[src/rtl/cesr_pkg.sv]
package cesr_pkg;
  localparam int REG_W     = 8;
  localparam int SYNC_LEN  = 2;
  localparam int N_EDGE    = 2;   // index 1 = rising, index 0 = falling
  localparam int B_DMAEN   = 6;
  localparam int B_RIE     = 4;
  localparam int B_FIE     = 3;
  localparam int B_RFLG    = 2;
  localparam int B_FFLG    = 1;
  localparam int B_LVL     = 0;

  typedef struct packed {
    logic              dma_en;
    logic [N_EDGE-1:0] ie;     // {rise_ie, fall_ie}
  } ctrl_t;

  function automatic logic irq_of(logic [N_EDGE-1:0] flg, logic [N_EDGE-1:0] ie);
    return |(flg & ie);
  endfunction

  function automatic logic dma_of(logic en, logic [N_EDGE-1:0] flg);
    return en & (|flg);
  endfunction

  function automatic logic [REG_W-1:0] pack_status(ctrl_t c, logic [N_EDGE-1:0] flg, logic lvl);
    logic [REG_W-1:0] v;
    v           = '0;
    v[B_DMAEN]  = c.dma_en;
    v[B_RIE]    = c.ie[1];
    v[B_FIE]    = c.ie[0];
    v[B_RFLG]   = flg[1];
    v[B_FFLG]   = flg[0];
    v[B_LVL]    = lvl;
    return v;
  endfunction
endpackage

[src/rtl/cesr_sync.sv]
module cesr_sync #(
  parameter int STAGES = 2
) (
  input  logic clk,
  input  logic rst_n,
  input  logic d,
  output logic q
);
  logic [STAGES-1:0] chain;

  always_ff @(posedge clk or negedge rst_n) begin
    if (!rst_n) chain <= '0;
    else        chain <= {chain[STAGES-2:0], d};
  end

  assign q = chain[STAGES-1];
endmodule

[src/rtl/cesr_edge.sv]
module cesr_edge (
  input  logic clk,
  input  logic rst_n,
  input  logic lvl,
  output logic rise,
  output logic fall
);
  logic prev;

  always_ff @(posedge clk or negedge rst_n) begin
    if (!rst_n) prev <= 1'b0;
    else        prev <= lvl;
  end

  assign rise = lvl & ~prev;
  assign fall = ~lvl & prev;

  // a detected edge is followed by the previous sample matching the new level
  p_edge_tracks_r5: assert property (@(posedge clk) disable iff (!rst_n)
    (rise || fall) |=> (prev == $past(lvl)));
endmodule

[src/rtl/cesr_flags.sv]
module cesr_flags #(
  parameter int N = 2
) (
  input  logic         clk,
  input  logic         rst_n,
  input  logic [N-1:0] set,
  input  logic [N-1:0] clr,
  output logic [N-1:0] flag
);
  for (genvar i = 0; i < N; i++) begin : g_flag
    always_ff @(posedge clk or negedge rst_n) begin
      if (!rst_n)      flag[i] <= 1'b0;
      else if (set[i]) flag[i] <= 1'b1;
      else if (clr[i]) flag[i] <= 1'b0;
    end

    p_set_wins_r8: assert property (@(posedge clk) disable iff (!rst_n)
      set[i] |=> flag[i]);
    p_clear_r7: assert property (@(posedge clk) disable iff (!rst_n)
      (clr[i] && !set[i]) |=> !flag[i]);
    p_sticky_r5: assert property (@(posedge clk) disable iff (!rst_n)
      (!set[i] && !clr[i]) |=> $stable(flag[i]));
  end
endmodule

[src/rtl/cmp_edge_status.sv]
module cmp_edge_status
  import cesr_pkg::*;
(
  input  logic             clk,
  input  logic             rst_n,
  input  logic             reg_we,
  input  logic [REG_W-1:0] reg_wdata,
  output logic [REG_W-1:0] reg_rdata,
  input  logic             cmp_level,
  input  logic             dma_ack,
  output logic             irq,
  output logic             dma_req
);
  ctrl_t             ctrl;
  logic              lvl_sync;
  logic              rise_evt, fall_evt;
  logic [N_EDGE-1:0] set_vec, clr_vec, flg;
  logic              ack_hit;

  cesr_sync #(.STAGES(SYNC_LEN)) u_sync (
    .clk(clk), .rst_n(rst_n), .d(cmp_level), .q(lvl_sync));

  cesr_edge u_edge (
    .clk(clk), .rst_n(rst_n), .lvl(lvl_sync), .rise(rise_evt), .fall(fall_evt));

  assign set_vec = {rise_evt, fall_evt};
  assign ack_hit = dma_ack & ctrl.dma_en;
  assign clr_vec = ({N_EDGE{reg_we}} & reg_wdata[B_RFLG:B_FFLG]) | {N_EDGE{ack_hit}};

  cesr_flags #(.N(N_EDGE)) u_flags (
    .clk(clk), .rst_n(rst_n), .set(set_vec), .clr(clr_vec), .flag(flg));

  always_ff @(posedge clk or negedge rst_n) begin
    if (!rst_n) begin
      ctrl    <= '0;
      irq     <= 1'b0;
      dma_req <= 1'b0;
    end else begin
      if (reg_we) begin
        ctrl.dma_en <= reg_wdata[B_DMAEN];
        ctrl.ie     <= {reg_wdata[B_RIE], reg_wdata[B_FIE]};
      end
      irq     <= irq_of(flg, ctrl.ie);
      dma_req <= dma_of(ctrl.dma_en, flg);
    end
  end

  assign reg_rdata = pack_status(ctrl, flg, lvl_sync);

  p_rise_sets_r5: assert property (@(posedge clk) disable iff (!rst_n)
    $rose(lvl_sync) |=> flg[1]);
  p_fall_sets_r6: assert property (@(posedge clk) disable iff (!rst_n)
    $fell(lvl_sync) |=> flg[0]);
  p_irq_cause_r9: assert property (@(posedge clk) disable iff (!rst_n)
    irq |-> $past(|(flg & ctrl.ie)));
  p_dma_cause_r10: assert property (@(posedge clk) disable iff (!rst_n)
    dma_req |-> $past(ctrl.dma_en));
  p_ack_clears_r11: assert property (@(posedge clk) disable iff (!rst_n)
    (ack_hit && !rise_evt && !fall_evt) |=> (flg == '0));
  p_reserved_r2: assert property (@(posedge clk) disable iff (!rst_n)
    (reg_rdata[7] == 1'b0) && (reg_rdata[5] == 1'b0));
endmodule

[config.mk]
export PLATFORM = sky130hd
export DESIGN_NAME = cmp_edge_status
export DESIGN_NICKNAME = d
export VERILOG_FILES = /design/src/rtl/cesr_pkg.sv /design/src/rtl/cesr_sync.sv /design/src/rtl/cesr_edge.sv /design/src/rtl/cesr_flags.sv /design/src/rtl/cmp_edge_status.sv
export SDC_FILE = /design/constraint.sdc
export NUM_CORES = 1
export LEC_CHECK = 0
export BUFFER_PORTS_ARGS = -buffer_cell sky130_fd_sc_hd__clkbuf_2
export CORE_AREA = 3 3 40 42
export CTS_CLUSTER_DIAMETER = 60
export DETAILED_ROUTE_END_ITERATION = 10
export DIE_AREA = 0 0 43 45
export GPL_TIMING_DRIVEN = 0
export SYNTH_ARGS = -nofsm -noshare
export SYNTH_HDL_FRONTEND = slang
export SYNTH_SLANG_ARGS = --single-unit
[constraint.sdc]
create_clock -name clk -period 1 [get_ports clk]
set_input_delay 0.05 -clock clk [delete_from_list [all_inputs] [get_ports clk]]
set_output_delay 0.05 -clock clk [all_outputs]
set_load 0.02 [all_outputs]
**Word-level counts from Yosys, hierarchy flattened**

Index checks and enable logic that the tools add are counted.
W data, S select, Z words.

- Mux-type cells: 4
- Bitwise operators: 9
- Reduce and logical (&&, ||, !) cells: 4

Operators with widths:

| cell | count |
|---|---|
| $and A1 B1 Y1 | 4 |
| $and A2 B2 Y2 | 2 |
| $mux W1 | 4 |
| $reduce_bool A2 Y1 | 2 |
| $reduce_or A2 Y1 | 2 |
| $not A1 Y1 | 2 |
| $or A2 B2 Y2 | 1 |

- Bits in registers: 10
- Bits of input ports: 13
- Logic and storage cells: 25

**Logic depth before layout (Yosys ltp)**

Gate-level depths: netlist (run 1).

- Word-level depth: 4
- Mapped depth: 2
- Gate-level depth less buffers: 2

**Modules after synthesis**

From an unflattened synthesis (run 1), not the netlist that was laid out.

- Cells, all modules: 27
- Area, all modules: 384.1 µm²

Modules (own cells, without submodules):

| module | times used | cells each | area each (µm²) | seq. area each (µm²) |
|---|---|---|---|---|
| cmp_edge_status | 1 | 16 | 221.5 | 125.1 |
| cesr_flags | 1 | 6 | 72.6 | 50.0 |
| cesr_sync | 1 | 2 | 50.0 | 50.0 |
| cesr_edge | 1 | 3 | 40.0 | 25.0 |

**Least setup slack after synthesis (run 1)**

No wires, ideal clock.

- Path type: reg-to-reg
- Start: register ctrl (netlist bit reg_rdata[6])
- End: register u_flags.flag[1]
- Setup time: 0.121 ns
- Arrival time: 0.762 ns
- Required time: 0.879 ns
- Slack: 0.117 ns
- Cell stages (with the launch flop): 3
- Buffers on the path: 0
- Period minus slack after synthesis: 0.883 ns
- Cells stage by stage: dfrtp_1 -> a22oi_1 -> a22o_1

- Word-level cells in the longest chain between the ends: 3

Ends and longest elaborated chain:

| item | RTL line | text |
|---|---|---|
| start: declaration | cmp_edge_status.sv:14 | `ctrl_t ctrl;` |
| $and A1 B1 Y1 | cmp_edge_status.sv:27 | `assign ack_hit = dma_ack & ctrl.dma_en;` |
| $or A2 B2 Y2 | cmp_edge_status.sv:28 | `assign clr_vec = ({N_EDGE{reg_we}} & reg_wdata[B_RFLG:B_FFLG]) \| {N_EDGE{ack_hit}};` |
| $reduce_bool A2 Y1 (no line) | -- |  |
| end signal: indexed assignment | cesr_flags.sv:12 | `if (!rst_n) flag[i] <= 1'b0;` |
| end signal: indexed assignment | cesr_flags.sv:13 | `else if (set[i]) flag[i] <= 1'b1;` |
| end signal: indexed assignment | cesr_flags.sv:14 | `else if (clr[i]) flag[i] <= 1'b0;` |
| end: declaration | cesr_flags.sv:8 | `output logic [N-1:0] flag` |

Every way passes these cells.
A chain may end at the register's enable or synchronous reset.

**Worst setup path after layout (run 1)**

- Start: register u_sync.chain[1]
- End: output reg_rdata[0]

RTL lines:

| item | RTL line | text |
|---|---|---|
| start: declaration | cesr_sync.sv:9 | `logic [STAGES-1:0] chain;` |
| start signal: assignment | cesr_sync.sv:13 | `else chain <= {chain[STAGES-2:0], d};` |
| end: declaration | cmp_edge_status.sv:8 | `output logic [REG_W-1:0] reg_rdata,` |

No word-level cell between the ends.

==> results.md, run 1 <==
* Initial Util at 28.24%
* Crit path launch type: register
* Family with the most delay on the worst path: flip-flops
* Most common cell after layout, fill and taps aside: clkbuf_2
* Critical path capture point type: output pin
* Final period util at 94.50%
* Max Root-Sink Buffers at 2
* Max IR drop VDD at 0.9240 mV
* Worst Hold Class: input pin to register
* Initial antenna violation count at 0
* Crit path max fanout at 2
* Reg2Reg Depth at 2
* Placer Congestion at 0.6068
* Leakage power at 0.0002805 uW
* First-pass detailed-route iteration total at 2
* Share of layout cells above drive strength 1 at 57.14%
* Area added between synthesis and finish at 47.24%
* WS Path Type: register to output pin
* CTS tree: built
* Yosys warning total at 0
* Pin count of the biggest net entering global routing at 11
* DRC Markers at 0
* Buf/Inv on CP at 2
* CTS Buf Count at 3
* Status: completed
* HPWL Detailed at 512.8 um
* Max incr delay on CP at 0.37 ns
* Final WL at 667 um
* WL/cell at 10.42 um
* Fill count at 135
* ANT cells at 0
* Cells after synthesis at 24
* Library cells used by synthesis at 9
* Most frequent cells in the layout: clkbuf_2, dfrtp_1, buf_4
* DP Area at 470.5 um^2
* Placed insts at 57
* Hold endpoint: reg_rdata[3]
* Slew Viols, Final at 0
* FF+latch count, synth at 10
* Starting DRT DRC Count at 5
* GR Util All Layers at 8.615%
* Final Hold Viols at 0
* Buffers on Ports at 17
* CP Data Arrival Time at 0.90 ns
* Num Clock Sinks at 10
* Die area at 0.001935 mm^2
* Minimum clock period at 0.9450 ns
* Register area share after synthesis at 68.97%
* Finished Cell Area at 534.3 um^2
* GRT Residual Overflow at 0
* Final setup vio count at 0
* Hold depth at 2
* Worst-path cell chain: buf_4, clkbuf_2
* Die H at 45 um
* # resized after CTS at 0
* First-pass GRT wire length at 1166 um
* Post-Route Setup TNS at 0 ns
* Worst reg-to-reg setup slack at 0.17 ns
* CORE AREA at 0.001285 mm^2
* FMAX at 1058 MHz
* Via count at 268
* Antenna violation net count after detailed routing at 0
* Avg Inst Size Synth at 15.12 um^2
* Vias/cell at 4.188
* Max Cap Viol at 0
* Mapped cell area at 362.8 um^2
* Critical Path Slowest Stage Cell: dfrtp_1
* Number of global-route vias before repair at 271
* Skew-Pair Late Insertion Delay at 0.26 ns
* Die Width at 43 um
* Critical path required time at 0.95 ns
* PD cells at 1865 mW/mm^2
* Worst reg2reg endpoint: u_flags.flag[1]
* Clock slew at reported path FFs at 0.07 ns
* Finished Layout Cells at 64
* Root Buffer: clkbuf_4
* Min-delay src: reg_wdata[3]
* H-tree level count at 1
* Unrepaired setup endpoints after global routing: false
* Io pins at 23
* Final nets at 63
* FP Rows at 13
* Worst R2R Start: u_sync.chain[1]
* Post-Route Skew at 0.005475 ns
timing repair:
action | CTS | global route
hold buffers | 2 | 0
endpoints found under the hold margin | 11 | 0
endpoints found under the setup margin | 1 | 0
setup buffers | 1 | 0
cells in the mapped netlist:
library cell  instances  share of area, %
o2bb2ai_1             1               2.4
conb_1                1               1.0
a22oi_1               2               4.1
buf_4                 3               6.2
o21a_1                1               2.1
mux2_2                3               9.3
inv_1                 1               1.0
a22o_1                2               4.8
dfrtp_1              10                69
how the worst max path moves through the flow:
stage	startpoint	endpoint	slack (ns)	cells after the start
finish	u_sync.chain[1]	reg_rdata[0]	0.05	2
global route	u_sync.chain[1]	reg_rdata[0]	0.004	2
CTS	u_sync.chain[1]	reg_rdata[0]	0.04	2
detailed placement	reg_rdata[6]	u_flags.flag[1]	0.19	2
global placement	reg_rdata[6]	u_flags.flag[0]	0.21	2
floorplan	reg_rdata[6]	u_flags.flag[1]	0.12	2
through the flow:
step / hold WS, ns / worst slack, ns / total power [uW] / utilization [%]
after floorplan: -0.2456 / 0.1175 / 573.1 / -
after global placement: -0.07648 / 0.2069 / 643.5 / 36.61
after detailed placement: -0.07591 / 0.1931 / 645.3 / 36.61
after CTS: 0.01170 / 0.03837 / 1013 / 41.58
after global routing: 0.02323 / 0.003639 / 1046 / 41.58
final: 0.01690 / 0.05498 / 996.5 / 41.58
report_power, final:
part	leakage, uW	internal [uW]	switching, uW
sequential	0.000119	444	27.7
clock	0.0000210	221	130
combinational	0.000141	79.1	94.7
cell families (layout without fill, tap and decap cells):
family / count (synthesis) / count (layout) / synth area share [%]
AO/OA/AOI/OAI: 6 / 6 / 13.45
buffers and inverters: 4 / 28 / 7.240
flip-flops: 10 / 10 / 68.97
multiplexers: 3 / 3 / 9.310
other: 1 / 2 / 1.033
layer usage:
| metal | wire [um] | track usage [%] | vias up |
|---|---|---|---|
| li1 | - | - | 131 |
| met2 | 289 | 11.68 | 16 |
| met1 | 293 | 10.30 | 121 |
| met4 | 0 | 3.614 | 0 |
| met3 | 85 | 6.375 | 0 |
| met5 | 0 | 0 | - |
final cells by class:
type	instances	area [um^2]	share of cell area, %
Inverter	1	3.754	0.7026
Buffer	3	22.52	4.215
Clock buffer	4	36.28	6.792
Sequential cell	10	250.2	46.84
Multi-Input combinational cell	11	90.09	16.86
Timing Repair Buffer	20	112.6	21.08
Tap cell	15	18.77	3.513
state kept, by name, indices dropped and copies added, names as in the netlist:
name	cells
u_flags.flag	2
dma_req	1
u_edge.prev	1
u_sync.chain	2
reg_rdata	3
irq	1
No activity file was read; power rests on OpenSTA's default activity.
==> inputs of run 2 (changes only) <==
--- a/config.mk
+++ b/config.mk
@@ -5,6 +5,7 @@
 export SDC_FILE = /design/constraint.sdc
 export NUM_CORES = 1
 export LEC_CHECK = 0
+export ABC_AREA = 1
 export BUFFER_PORTS_ARGS = -buffer_cell sky130_fd_sc_hd__clkbuf_2
 export CORE_AREA = 3 3 40 42
 export CTS_CLUSTER_DIAMETER = 60
==> run 2 against run 1 <==
  * Final area grew 3.5%
  * Fmax rose by 0.18%
  * Core utilization increased by 1.5 points
  * Die area is the same
  * Flip-flop and latch count unchanged
  * Count of clock-buffer cells in the layout shrank 1
  * Critical endpoint unchanged
==> results.md, run 2 <==
* CTS Buf Count at 3 (unchanged)
* Synth top cells by count: nand2_1, dfrtp_1, inv_1, buf_4, o21ai_0 (was dfrtp_1, buf_4, mux2_2, a22o_1, a22oi_1)
* Die H at 45 um (unchanged)
* Final period util at 94.33% (was 94.50%)
* Initial Util at 29.21% (was 28.24%)
* First-pass detailed-route iteration total at 3 (was 2)
* GRT Residual Overflow at 0 (unchanged)
* Starting DRT DRC Count at 3 (was 5)
* WL/cell at 9.266 um (was 10.42 um)
* Reg2Reg Depth at 4 (was 2)
* Root Buffer: clkbuf_4 (unchanged)
* FMAX at 1060 MHz (was 1058 MHz)
* WS Path Type: register to output pin (unchanged)
* CORE AREA at 0.001285 mm^2 (unchanged)
* Most numerous cell in the Yosys netlist: nand2_1 (was dfrtp_1)
* Worst reg-to-reg setup slack at 0.19 ns (was 0.17 ns)
* Fill count at 124 (was 135)
* FP Rows at 13 (unchanged)
* FF+latch count, synth at 10 (unchanged)
* Number of flops mapped to enable cells by yosys at 0 (unchanged)
* Top Usage Layer GRT: met2 (unchanged)
* Io pins at 23 (unchanged)
* Die area at 0.001935 mm^2 (unchanged)
* Met2 Use GR at 12.87% (was 11.68%)
* Clock slew at reported path FFs at 0.06 ns (was 0.07 ns)
* PD cells at 1618 mW/mm^2 (was 1865 mW/mm^2)
* Area added between synthesis and finish at 47.33% (was 47.24%)
* Number of global-route vias before repair at 312 (was 271)
* Register area share after synthesis at 66.67% (was 68.97%)
* Top cells by area, synth: dfrtp_1, nand2_1, buf_4 (was dfrtp_1, mux2_2, buf_4)
* Status: completed (unchanged)
* Mapped cell area at 375.4 um^2 (was 362.8 um^2)
* Number of flip-flops under the largest register name at 3 (unchanged)
* Post-Route Setup TNS at 0 ns (unchanged)
* Antenna violation net count after detailed routing at 0 (unchanged)
* Most common cell after layout, fill and taps aside: clkbuf_2 (unchanged)
* DRC Markers at 0 (unchanged)
* Yosys warning total at 0 (unchanged)
* ANT cells at 0 (unchanged)
* HPWL Detailed at 522.9 um (was 512.8 um)
* Final WL at 732 um (was 667 um)
* Critical path required time at 0.95 ns (about the same)
* Worst reg2reg endpoint: u_flags.flag[1] (unchanged)
* Max incr delay on CP at 0.37 ns (about the same)
* Top FF cell, synth: dfrtp_1 (unchanged)
* Crit path launch type: register (unchanged)
* Worst R2R Start: u_sync.chain[1] (unchanged)
* Cells after synthesis at 38 (was 24)
* Critical Path Slowest Stage Cell: dfrtp_1 (unchanged)
* Skew-Pair Late Insertion Delay at 0.25 ns (was 0.26 ns)
* Library cells used by synthesis at 9 (unchanged)
* Pin count of the biggest net entering global routing at 11 (unchanged)
* CTS tree: built (unchanged)
* DP Area at 483.0 um^2 (was 470.5 um^2)
* Die Width at 43 um (unchanged)
* Final Hold Viols at 0 (unchanged)
* Max IR drop VDD at 1.041 mV (was 0.9240 mV)
* Max Root-Sink Buffers at 2 (unchanged)
* Num Clock Sinks at 10 (unchanged)
* Max Cap Viol at 0 (unchanged)
* Avg Inst Size Synth at 9.878 um^2 (was 15.12 um^2)
* Met3 usage at 7.171% (was 6.375%)
* Area leader, netlist: dfrtp_1 (unchanged)
* Final setup vio count at 0 (unchanged)
* Post-Route Skew at 0.001290 ns (was 0.005475 ns)
* Synth async-reset ratio at 100.0% (unchanged)
* Critical path capture point type: output pin (unchanged)
* Buffers on Ports at 17 (unchanged)
* Minimum clock period at 0.9433 ns (was 0.9450 ns)
* GR Util All Layers at 8.729% (was 8.615%)
* Finished Cell Area at 553.0 um^2 (was 534.3 um^2)
* Final nets at 79 (was 63)
* CP Data Arrival Time at 0.89 ns (was 0.90 ns)
* First-pass GRT wire length at 1214 um (was 1166 um)
* Worst Hold Class: input pin to register (unchanged)
* Initial antenna violation count at 0 (unchanged)
* Vias/cell at 4.025 (was 4.188)
* Slew Viols, Final at 0 (unchanged)
* Met1 Use GR at 9.898% (was 10.30%)
* Unrepaired setup endpoints after global routing: false (unchanged)
* Min-delay src: reg_wdata[3] (unchanged)
* Top-area cell type share of the netlist area at 66.67% (was 68.97%)
* Share of layout cells above drive strength 1 at 37.50% (was 57.14%)
* Leakage power at 0.0003131 uW (was 0.0002805 uW)
* Hold depth at 3 (was 2)
* Crit path max fanout at 2 (unchanged)
* Placer Congestion at 0.6996 (was 0.6068)
* Most frequent cells in the layout: clkbuf_2, nand2_1, dfrtp_1 (was clkbuf_2, dfrtp_1, buf_4)
* Hold endpoint: reg_rdata[3] (unchanged)
* Worst-path cell chain: buf_4, clkbuf_2 (unchanged)
* H-tree level count at 1 (unchanged)
* Via count at 318 (was 268)
-- run 2: timing repair --
action                                  CTS  global route
endpoints found under the hold margin    13             0
hold buffers                              4             0
gates resized for setup                   0             0
setup buffers                             0             1
endpoints found under the setup margin    0             1
-- run 2: area by class of cell --
type                    instances  area [um^2]  share of cell area [%]
multi-input cells              22        91.34                   16.52
repair buffers                 22        132.6                   23.98
flip-flops and latches         10        250.2                   45.25
inverters                       4        15.01                   2.715
well taps                      15        18.77                   3.394
clock buffers                   3        22.52                   4.072
plain buffers                   3        22.52                   4.072
-- run 2: how the worst max path moves through the flow --
| stage | from | to | cells after the start |
|---|---|---|---|
| after floorplan | reg_rdata[6] | u_flags.flag[1] | 3 |
| after global placement | u_sync.chain[1] | u_flags.flag[1] | 3 |
| after detailed placement | u_sync.chain[1] | u_flags.flag[1] | 3 |
| after CTS | u_sync.chain[1] | reg_rdata[0] | 2 |
| after global routing | u_sync.chain[1] | reg_rdata[0] | 2 |
| final | u_sync.chain[1] | reg_rdata[0] | 2 |
-- run 2: power by group --
group	internal (uW)	switching (uW)	leakage (uW)
sequential	442	25.1	0.000120
clock	138	118	0.0000138
combinational	71.0	100	0.000179
total	651	244	0.000313
-- run 2: worst max-delay path: cells and delay by family, from the launching register on --
| family | cells | cell delay, ns |
|---|---|---|
| buffers and inverters | 2 | 0.27 |
| flip-flops | 1 | 0.37 |
-- run 2: per-stage QoR --
step / instances / util (%) / power [uW] / hold slack, ns / setup slack, ns
global placement: 71 / 37.59 / 630.2 / -0.07505 / 0.2924
global route: 79 / 43.04 / 950.4 / 0.04545 / 0.01842
CTS: 78 / 42.45 / 914.2 / 0.0003853 / 0.01793
finish: 79 / 43.04 / 895.0 / 0.006031 / 0.05671
floorplan: 39 / - / 561.7 / -0.2456 / 0.2353
detailed placement: 71 / 37.59 / 632.6 / -0.07028 / 0.2868
-- run 2: per-layer routing --
layer	share of wire [%]	vias up	wire length, um
li1	-	163	-
met1	45	135	326
met2	41	20	303
met3	14	0	102
met4	0	0	0
met5	0	-	0
-- run 2: logic make-up (layout without fill, tap and decap cells) --
family                 count (synthesis)  count (layout)  synth area share [%]
other                                  1               2                0.9990
flip-flops                            10              10                 66.67
buffers and inverters                  7              32                 9.998
AND/OR/NAND/NOR                       17              17                 18.33
AO/OA/AOI/OAI                          3               3                 3.999
